[config.mk]
export PLATFORM = sky130hd
export DESIGN_NAME = serial_sym_fir
export DESIGN_NICKNAME = d
export VERILOG_FILES = /design/src/rtl/sfir_pkg.sv /design/src/rtl/sfir_sequencer.sv /design/src/rtl/sfir_delay_line.sv /design/src/rtl/sfir_mac.sv /design/src/rtl/serial_sym_fir.sv
export SDC_FILE = /design/constraint.sdc
export NUM_CORES = 1
export LEC_CHECK = 0
export BUFFER_PORTS_ARGS = -buffer_cell sky130_fd_sc_hd__buf_2
export CAP_MARGIN = 20
export CORE_MARGIN = 2
export CORE_UTILIZATION = 62
export CTS_CLUSTER_DIAMETER = 40
export DETAILED_ROUTE_END_ITERATION = 10
export PLACE_DENSITY = 0.89
export SETUP_SLACK_MARGIN = 0.1
export SYNTH_ARGS = -nofsm -noshare
export SYNTH_HDL_FRONTEND = slang
export SYNTH_SLANG_ARGS = --single-unit
[constraint.sdc]
create_clock -name clk_i -period 6.6 [get_ports clk_i]
set_input_delay 1.32 -clock clk_i [delete_from_list [all_inputs] [get_ports clk_i]]
set_output_delay 1.32 -clock clk_i [all_outputs]
set_load 0.005 [all_outputs]
[src/rtl/sfir_pkg.sv]
package sfir_pkg;
  localparam int unsigned SFIR_ORDER  = 8;
  localparam int unsigned SFIR_DATA_W = 4;
  localparam int unsigned SFIR_COEF_W = 4;
  localparam int unsigned SFIR_OUT_W  = 10;

  // coefficient shared by tap k and tap ORDER-k (k counts from the outer pair)
  function automatic logic [SFIR_COEF_W-1:0] pair_coef(input int unsigned k);
    case (k)
      0:       pair_coef = SFIR_COEF_W'(2);
      1:       pair_coef = SFIR_COEF_W'(3);
      2:       pair_coef = SFIR_COEF_W'(6);
      3:       pair_coef = SFIR_COEF_W'(10);
      4:       pair_coef = SFIR_COEF_W'(12);
      default: pair_coef = '0;
    endcase
  endfunction
endpackage

[src/rtl/sfir_sequencer.sv]
module sfir_sequencer #(
  parameter int unsigned NTAP  = 9,
  parameter int unsigned NSTEP = 5,
  localparam int unsigned CNT_W = $clog2(NTAP)
) (
  input  logic             clk_i,
  input  logic             rst_ni,
  output logic             in_ready_o,
  output logic             step_en_o,
  output logic             last_o,
  output logic [CNT_W-1:0] step_idx_o
);
  logic [CNT_W-1:0] cnt_q;

  always_ff @(posedge clk_i or negedge rst_ni) begin
    if (!rst_ni)                        cnt_q <= '0;
    else if (cnt_q == CNT_W'(NTAP - 1)) cnt_q <= '0;
    else                                cnt_q <= cnt_q + 1'b1;
  end

  assign in_ready_o = (cnt_q == '0);
  assign step_en_o  = (cnt_q != '0) && (cnt_q <= CNT_W'(NSTEP));
  assign last_o     = (cnt_q == CNT_W'(NSTEP));
  assign step_idx_o = cnt_q - 1'b1;

  a_r2_ready_single: assert property (@(posedge clk_i) disable iff (!rst_ni)
    in_ready_o |=> !in_ready_o);
  a_r2_ready_wrap: assert property (@(posedge clk_i) disable iff (!rst_ni)
    (cnt_q == CNT_W'(NTAP - 1)) |=> in_ready_o);
endmodule

[src/rtl/sfir_delay_line.sv]
module sfir_delay_line #(
  parameter int unsigned NTAP   = 9,
  parameter int unsigned DATA_W = 4
) (
  input  logic                        clk_i,
  input  logic                        rst_ni,
  input  logic                        shift_i,
  input  logic [DATA_W-1:0]           din_i,
  output logic [NTAP-1:0][DATA_W-1:0] taps_o
);
  for (genvar g = 0; g < NTAP; g++) begin : g_stage
    logic [DATA_W-1:0] d;
    if (g == 0) begin : g_head
      assign d = din_i;
    end else begin : g_body
      assign d = taps_o[g-1];
    end
    always_ff @(posedge clk_i or negedge rst_ni) begin
      if (!rst_ni)      taps_o[g] <= '0;
      else if (shift_i) taps_o[g] <= d;
    end
  end

  a_r3_hold: assert property (@(posedge clk_i) disable iff (!rst_ni)
    !shift_i |=> $stable(taps_o));
  a_r1_entry: assert property (@(posedge clk_i) disable iff (!rst_ni)
    shift_i |=> (taps_o[0] == $past(din_i)));
endmodule

[src/rtl/sfir_mac.sv]
module sfir_mac
  import sfir_pkg::*;
#(
  parameter int unsigned NTAP   = 9,
  parameter int unsigned DATA_W = 4,
  parameter int unsigned COEF_W = 4,
  parameter int unsigned OUT_W  = 10,
  localparam int unsigned CNT_W  = $clog2(NTAP),
  localparam int unsigned CENTER = (NTAP - 1) / 2,
  localparam int unsigned SUM_W  = DATA_W + 1,
  localparam int unsigned PROD_W = SUM_W + COEF_W
) (
  input  logic                        clk_i,
  input  logic                        rst_ni,
  input  logic [NTAP-1:0][DATA_W-1:0] taps_i,
  input  logic                        step_en_i,
  input  logic                        last_i,
  input  logic [CNT_W-1:0]            step_idx_i,
  output logic [OUT_W-1:0]            out_data_o,
  output logic                        out_valid_o
);
  logic [DATA_W-1:0] near_x, far_x;
  logic [SUM_W-1:0]  pair_sum;
  logic [COEF_W-1:0] coef;
  logic [PROD_W-1:0] prod;
  logic [OUT_W-1:0]  acc_q;
  logic [OUT_W:0]    acc_sum;

  always_comb begin
    near_x = '0;
    far_x  = '0;
    for (int unsigned k = 0; k <= CENTER; k++) begin
      if (step_idx_i == CNT_W'(k)) begin
        near_x = taps_i[k];
        if (k != CENTER) far_x = taps_i[NTAP-1-k];
      end
    end
  end

  // pre-add mirrored pair, then one shared multiply
  assign pair_sum = {1'b0, near_x} + {1'b0, far_x};
  assign coef     = COEF_W'(pair_coef(32'(step_idx_i)));
  assign prod     = PROD_W'(pair_sum) * PROD_W'(coef);
  assign acc_sum  = (OUT_W+1)'(acc_q) + (OUT_W+1)'(prod);

  always_ff @(posedge clk_i or negedge rst_ni) begin
    if (!rst_ni) begin
      acc_q       <= '0;
      out_data_o  <= '0;
      out_valid_o <= 1'b0;
    end else begin
      out_valid_o <= 1'b0;
      if (step_en_i) begin
        if (last_i) begin
          out_data_o  <= acc_sum[OUT_W-1:0];
          out_valid_o <= 1'b1;
          acc_q       <= '0;
        end else begin
          acc_q <= acc_sum[OUT_W-1:0];
        end
      end
    end
  end

  a_r5_no_overflow: assert property (@(posedge clk_i) disable iff (!rst_ni)
    step_en_i |-> !acc_sum[OUT_W]);
  a_r4_single_pulse: assert property (@(posedge clk_i) disable iff (!rst_ni)
    out_valid_o |=> !out_valid_o);
endmodule

[src/rtl/serial_sym_fir.sv]
module serial_sym_fir
  import sfir_pkg::*;
#(
  parameter int unsigned ORDER  = SFIR_ORDER,
  parameter int unsigned DATA_W = SFIR_DATA_W,
  parameter int unsigned COEF_W = SFIR_COEF_W,
  parameter int unsigned OUT_W  = SFIR_OUT_W
) (
  input  logic              clk_i,
  input  logic              rst_ni,
  input  logic              in_valid_i,
  input  logic [DATA_W-1:0] in_data_i,
  output logic              in_ready_o,
  output logic [OUT_W-1:0]  out_data_o,
  output logic              out_valid_o
);
  localparam int unsigned NTAP  = ORDER + 1;
  localparam int unsigned NSTEP = ORDER / 2 + 1;
  localparam int unsigned CNT_W = $clog2(NTAP);

  logic                        step_en, last;
  logic [CNT_W-1:0]            step_idx;
  logic [NTAP-1:0][DATA_W-1:0] taps;
  logic                        shift;

  assign shift = in_valid_i & in_ready_o;

  sfir_sequencer #(.NTAP(NTAP), .NSTEP(NSTEP)) u_seq (
    .clk_i      (clk_i),
    .rst_ni     (rst_ni),
    .in_ready_o (in_ready_o),
    .step_en_o  (step_en),
    .last_o     (last),
    .step_idx_o (step_idx)
  );

  sfir_delay_line #(.NTAP(NTAP), .DATA_W(DATA_W)) u_line (
    .clk_i   (clk_i),
    .rst_ni  (rst_ni),
    .shift_i (shift),
    .din_i   (in_data_i),
    .taps_o  (taps)
  );

  sfir_mac #(.NTAP(NTAP), .DATA_W(DATA_W), .COEF_W(COEF_W), .OUT_W(OUT_W)) u_mac (
    .clk_i       (clk_i),
    .rst_ni      (rst_ni),
    .taps_i      (taps),
    .step_en_i   (step_en),
    .last_i      (last),
    .step_idx_i  (step_idx),
    .out_data_o  (out_data_o),
    .out_valid_o (out_valid_o)
  );

  a_r4_latency: assert property (@(posedge clk_i) disable iff (!rst_ni)
    out_valid_o |-> $past(in_ready_o, NSTEP + 1));
  a_r3_gate: assert property (@(posedge clk_i) disable iff (!rst_ni)
    (in_valid_i && !in_ready_o) |=> $stable(taps));
endmodule

==> summary.txt <==
Run status
  – Outcome: complete, no violations

Global routing
  – First-pass GRT wire length: 12.4 mm
  – GR peak layer: met2
  – GR Layer Usage met3: 6.96%
  – Met1 usage: 30.3%
  – Gr usage total: 24.4%
  – Initial antenna violation count: 0
  – Met2 GRT Util: 41.0%
  – Largest net degree at the start of global routing: 62
  – Vias in the first global route: 2688
  – Congestion Overflow GR: 0

Placed design
  – RD Place Congestion: 0.835
  – DP Cell Count: 457
  – IO Port Bufs: 18
  – HPWL after detailed placement: 5.19 mm
  – Cell Area, Placed: 3940 µm²

Clocking
  – CTS root buffer: clkbuf_8
  – CTS tree: built
  – Worst-Skew Late Latency: 0.35 ns
  – CTS sink cnt: 61
  – CTS Buf Count: 9
  – Clk slew on worst S/H paths: 0.08 ns
  – Htree depth: 3
  – Post-CTS Hold Fix Bufs: 0
  – CTS Buffer Depth: 2

Setup path
  – CP most frequent cell: fa_1
  – WP data required: 6.81 ns
  – CP Cell Sequence: inv_1 > ha_2 > nand2b_1 > o21a_1 > o22ai_1 > and2_2 > nand2_1 > o21ai_0 > ha_1 > fa_1 > xnor2_1 > or3_1 > fa_1 > fa_1 > fa_1 > inv_1 > ha_1 > and2b_1 > o31a_1 > o21ai_0 > nand2b_1 > xnor2_1 > o21ai_0
  – Worst path max stage delay: 0.52 ns
  – Crit Path Category: flop to flop
  – CP delay by family, top: adder cells
  – Crit-path slowest cell: fa_1
  – CP endpoint kind: flop
  – Critical path peak fanout: 9
  – Crit path buf inv count: 2
  – WP data arrival: 6.31 ns
  – Critical Path Source Type: flop

STA
  – RSZ-0062 raised after global routing: false
  – Setup violators final: 0
  – Final period util: 92.4%
  – Final Slew Violations: 0
  – Highest Clock Rate: 164 MHz
  – Post-layout minimum cycle time: 6.10 ns
  – Clock Skew: 0.00996 ns
  – Actual slew at the worst max-slew pin: 0.755 ns
  – Final TNS setup: 0 ns
  – Hold Fails Final Rpt: 0
  – Max transition margin: 49.7%

Routing
  – TritonRoute pass-1 iters: 4
  – Detail Route Antenna Nets: 0
  – DR vias: 2720
  – Vias per inst: 5.75
  – WL/cell: 16.0 µm
  – WL final: 7.58 mm
  – DRT iter0 DRCs: 126
  – Remaining DRCs: 0

Synthesis
  – Simple-gate share of the synthesized area: 12.7%
  – Cells after Synth: 379
  – XOR/XNOR share of the synthesized area: 2.05%
  – Synth area leaders: dfrtp_1 (40%), mux2_2 (11%), ha_1 (9.5%)
  – Mux cell area share after synthesis: 11.2%
  – Synth Area in Compound Gates: 11.9%
  – Avg Cell Area, Syn: 10.1 µm²
  – Post-synth EDFFs: 0
  – Async SR Flop Fraction: 100%
  – YS warnings: 0
  – Register area share after synthesis: 39.8%
  – Syn Nets: 428
  – #FFs+latches synth: 61
  – Post-synthesis adder-cell area fraction: 16.2%
  – Main combinational cell family by area after synthesis: adder cells
  – Post-synthesis cell area: 3840 µm²
  – Ys flop type: dfrtp_1
  – Unique masters post-synth: 44
  – Area leader, netlist: dfrtp_1
  – Synth top area share: 39.8%

Cells and area
  – Final Util: 69.9%
  – Layout Nets: 442
  – Fillcell total: 419
  – Non-filler cells, final: 473
  – Non-Filler Cell Area, Final: 4160 µm²
  – Share of post-route cells with drive strength above 1: 22.1%
  – Area growth, synth to finish: 8.55%
  – Diodes inserted: 0

Power
  – Lkg Pwr: 2.08 nW
  – Internal power: 755 µW
  – PwrDens: 270 nW/µm²
  – Clock power frac: 29.8%
  – Gate power share: 28.6%
  – NetSw: 369 µW
  – VDD IR max: 0.000189 V
  – Switching part of the total power: 32.8%
  – Sequential power share: 41.6%

Die
  – Initial Util: 64.4%
  – Core area: 5960 µm²
  – Die area: 6830 µm²
  – Die W: 82.7 µm
  – Core Rows: 28
  – Chip height: 82.7 µm
  – Top Ports: 19

Run
  – MaxCap Viol Count: 0

Hold path
  – Tightest Hold Check Type: flop to flop
==> cell families (layout without fill, tap and decap cells) <==
family                   Yosys count  after routing
AO/OA/AOI/OAI                     74             74
buffers and inverters             53             72
flip-flops                        61             61
multiplexers                      38             38
XOR/XNOR                           9              9
AND/OR/NAND/NOR                  102            102
adder cells (fa/ha/maj)           42             42
==> synthesized netlist by cell type, types with 2 or more instances <==
master,number
nor2_1,28
fa_1,13
mux2_2,36
a21oi_2,2
or2_1,2
nand3_1,2
xnor2_1,6
nor2b_1,3
o31ai_1,3
o21ai_1,2
nand3b_1,8
nand2_1,39
xor2_1,3
dfrtp_1,61
clkbuf_1,9
buf_4,3
inv_1,32
buf_6,3
a21o_1,4
nand2b_1,4
ha_1,29
nor3_1,5
buf_2,5
a22o_1,5
a21oi_1,33
o21a_1,2
o21ai_0,15
and3_1,2
mux2_1,2
and2_1,4
==> repair_timing <==
action / 4_1_cts / 5_1_grt
endpoints found under the setup margin: 0 / 6
gates resized for setup: 0 / 7
buffers inserted: 0 / 0
==> state kept, by name, indices dropped and copies added, names as in the netlist <==
signal and flops:
u_mac.out_data_o 10, u_line.taps_o 4, u_mac.out_valid_o 1, u_seq.cnt_q 4
u_line.g_stage.d 32, u_mac.acc_q 10
==> layout make-up <==
type	count	area (µm²)	share of cell area (%)
multi-input combinational	265	2090	50.3
clock inverter	7	75.1	1.80
timing repair buffer	23	128	3.06
tap	75	93.8	2.25
clock buffer	9	124	2.97
inverter	33	124	2.97
sequential	61	1530	36.7
==> path summary, 6_finish.rpt <==
path                       slack, ns                             from  depth (start not counted)                            endpoint
setup / recovery                0.50         u_seq.cnt_q[0]$_DFF_PN0_                         23     u_mac.out_data_o[7]$_DFFE_PN0P_
hold / removal                  0.47  u_mac.out_data_o[6]$_DFFE_PN0P_                          2     u_mac.out_data_o[6]$_DFFE_PN0P_
setup reg to reg                0.50         u_seq.cnt_q[0]$_DFF_PN0_                         23     u_mac.out_data_o[7]$_DFFE_PN0P_
hold reg to reg                 0.47  u_mac.out_data_o[6]$_DFFE_PN0P_                          2     u_mac.out_data_o[6]$_DFFE_PN0P_
max in group asynchronous       4.97                           rst_ni                          2  u_line.g_stage[8].d[2]$_DFFE_PN0P_
min in group asynchronous       1.11                           rst_ni                          2          u_mac.acc_q[9]$_DFFE_PN0P_
==> power by group through the flow <==
stage / combinational [mW] / clock [mW] / sequential, mW
after floorplan: 0.229 / 0 / 0.467
after global placement: 0.295 / 0 / 0.471
after detailed placement: 0.316 / 0 / 0.473
after CTS: 0.321 / 0.339 / 0.467
after global routing: 0.362 / 0.356 / 0.475
final: 0.321 / 0.335 / 0.468
==> through the flow <==
| stage | power [mW] | hold WS [ns] | worst slack, ns |
|---|---|---|---|
| floorplan | 0.696 | 0.449 | 0.914 |
| global placement | 0.766 | 0.453 | 0.619 |
| detailed placement | 0.790 | 0.459 | 0.373 |
| CTS | 1.13 | 0.477 | 0.292 |
| global route | 1.19 | 0.516 | 0.166 |
| finish | 1.12 | 0.475 | 0.499 |
==> metal layers <==
layer	vias up	share of wire (%)
li1	1304	-
met1	1354	44
met2	52	51
met3	10	3.8
met4	0	1.1
met5	-	0
==> worst register-to-register path: cells and delay by family, from the launching register on <==
family	cells	cell delay, ns
adders and majority gates	7	2.81
buffers and inverters	2	0.21
and+or+nand+nor	6	1.15
DFF	1	0.46
AOI/OAI and AO/OA	6	0.86
xor gates and xnor gates	2	0.48
==> layout by cell type, fill, tap and decap left out, drive strengths merged, types with 4 or more instances in the layout <==
cell / n
nor3: 5
a22o: 5
xnor2: 6
clkinv: 5
inv: 34
ha: 29
clkbuf: 9
dfrtp: 61
o21ai: 17
and2: 4
a21oi: 35
nand2b: 5
nand2: 39
a21o: 4
nand3b: 8
mux2: 38
buf: 23
nor2: 28
fa: 13
No activity file was read; power rests on OpenSTA's default activity.
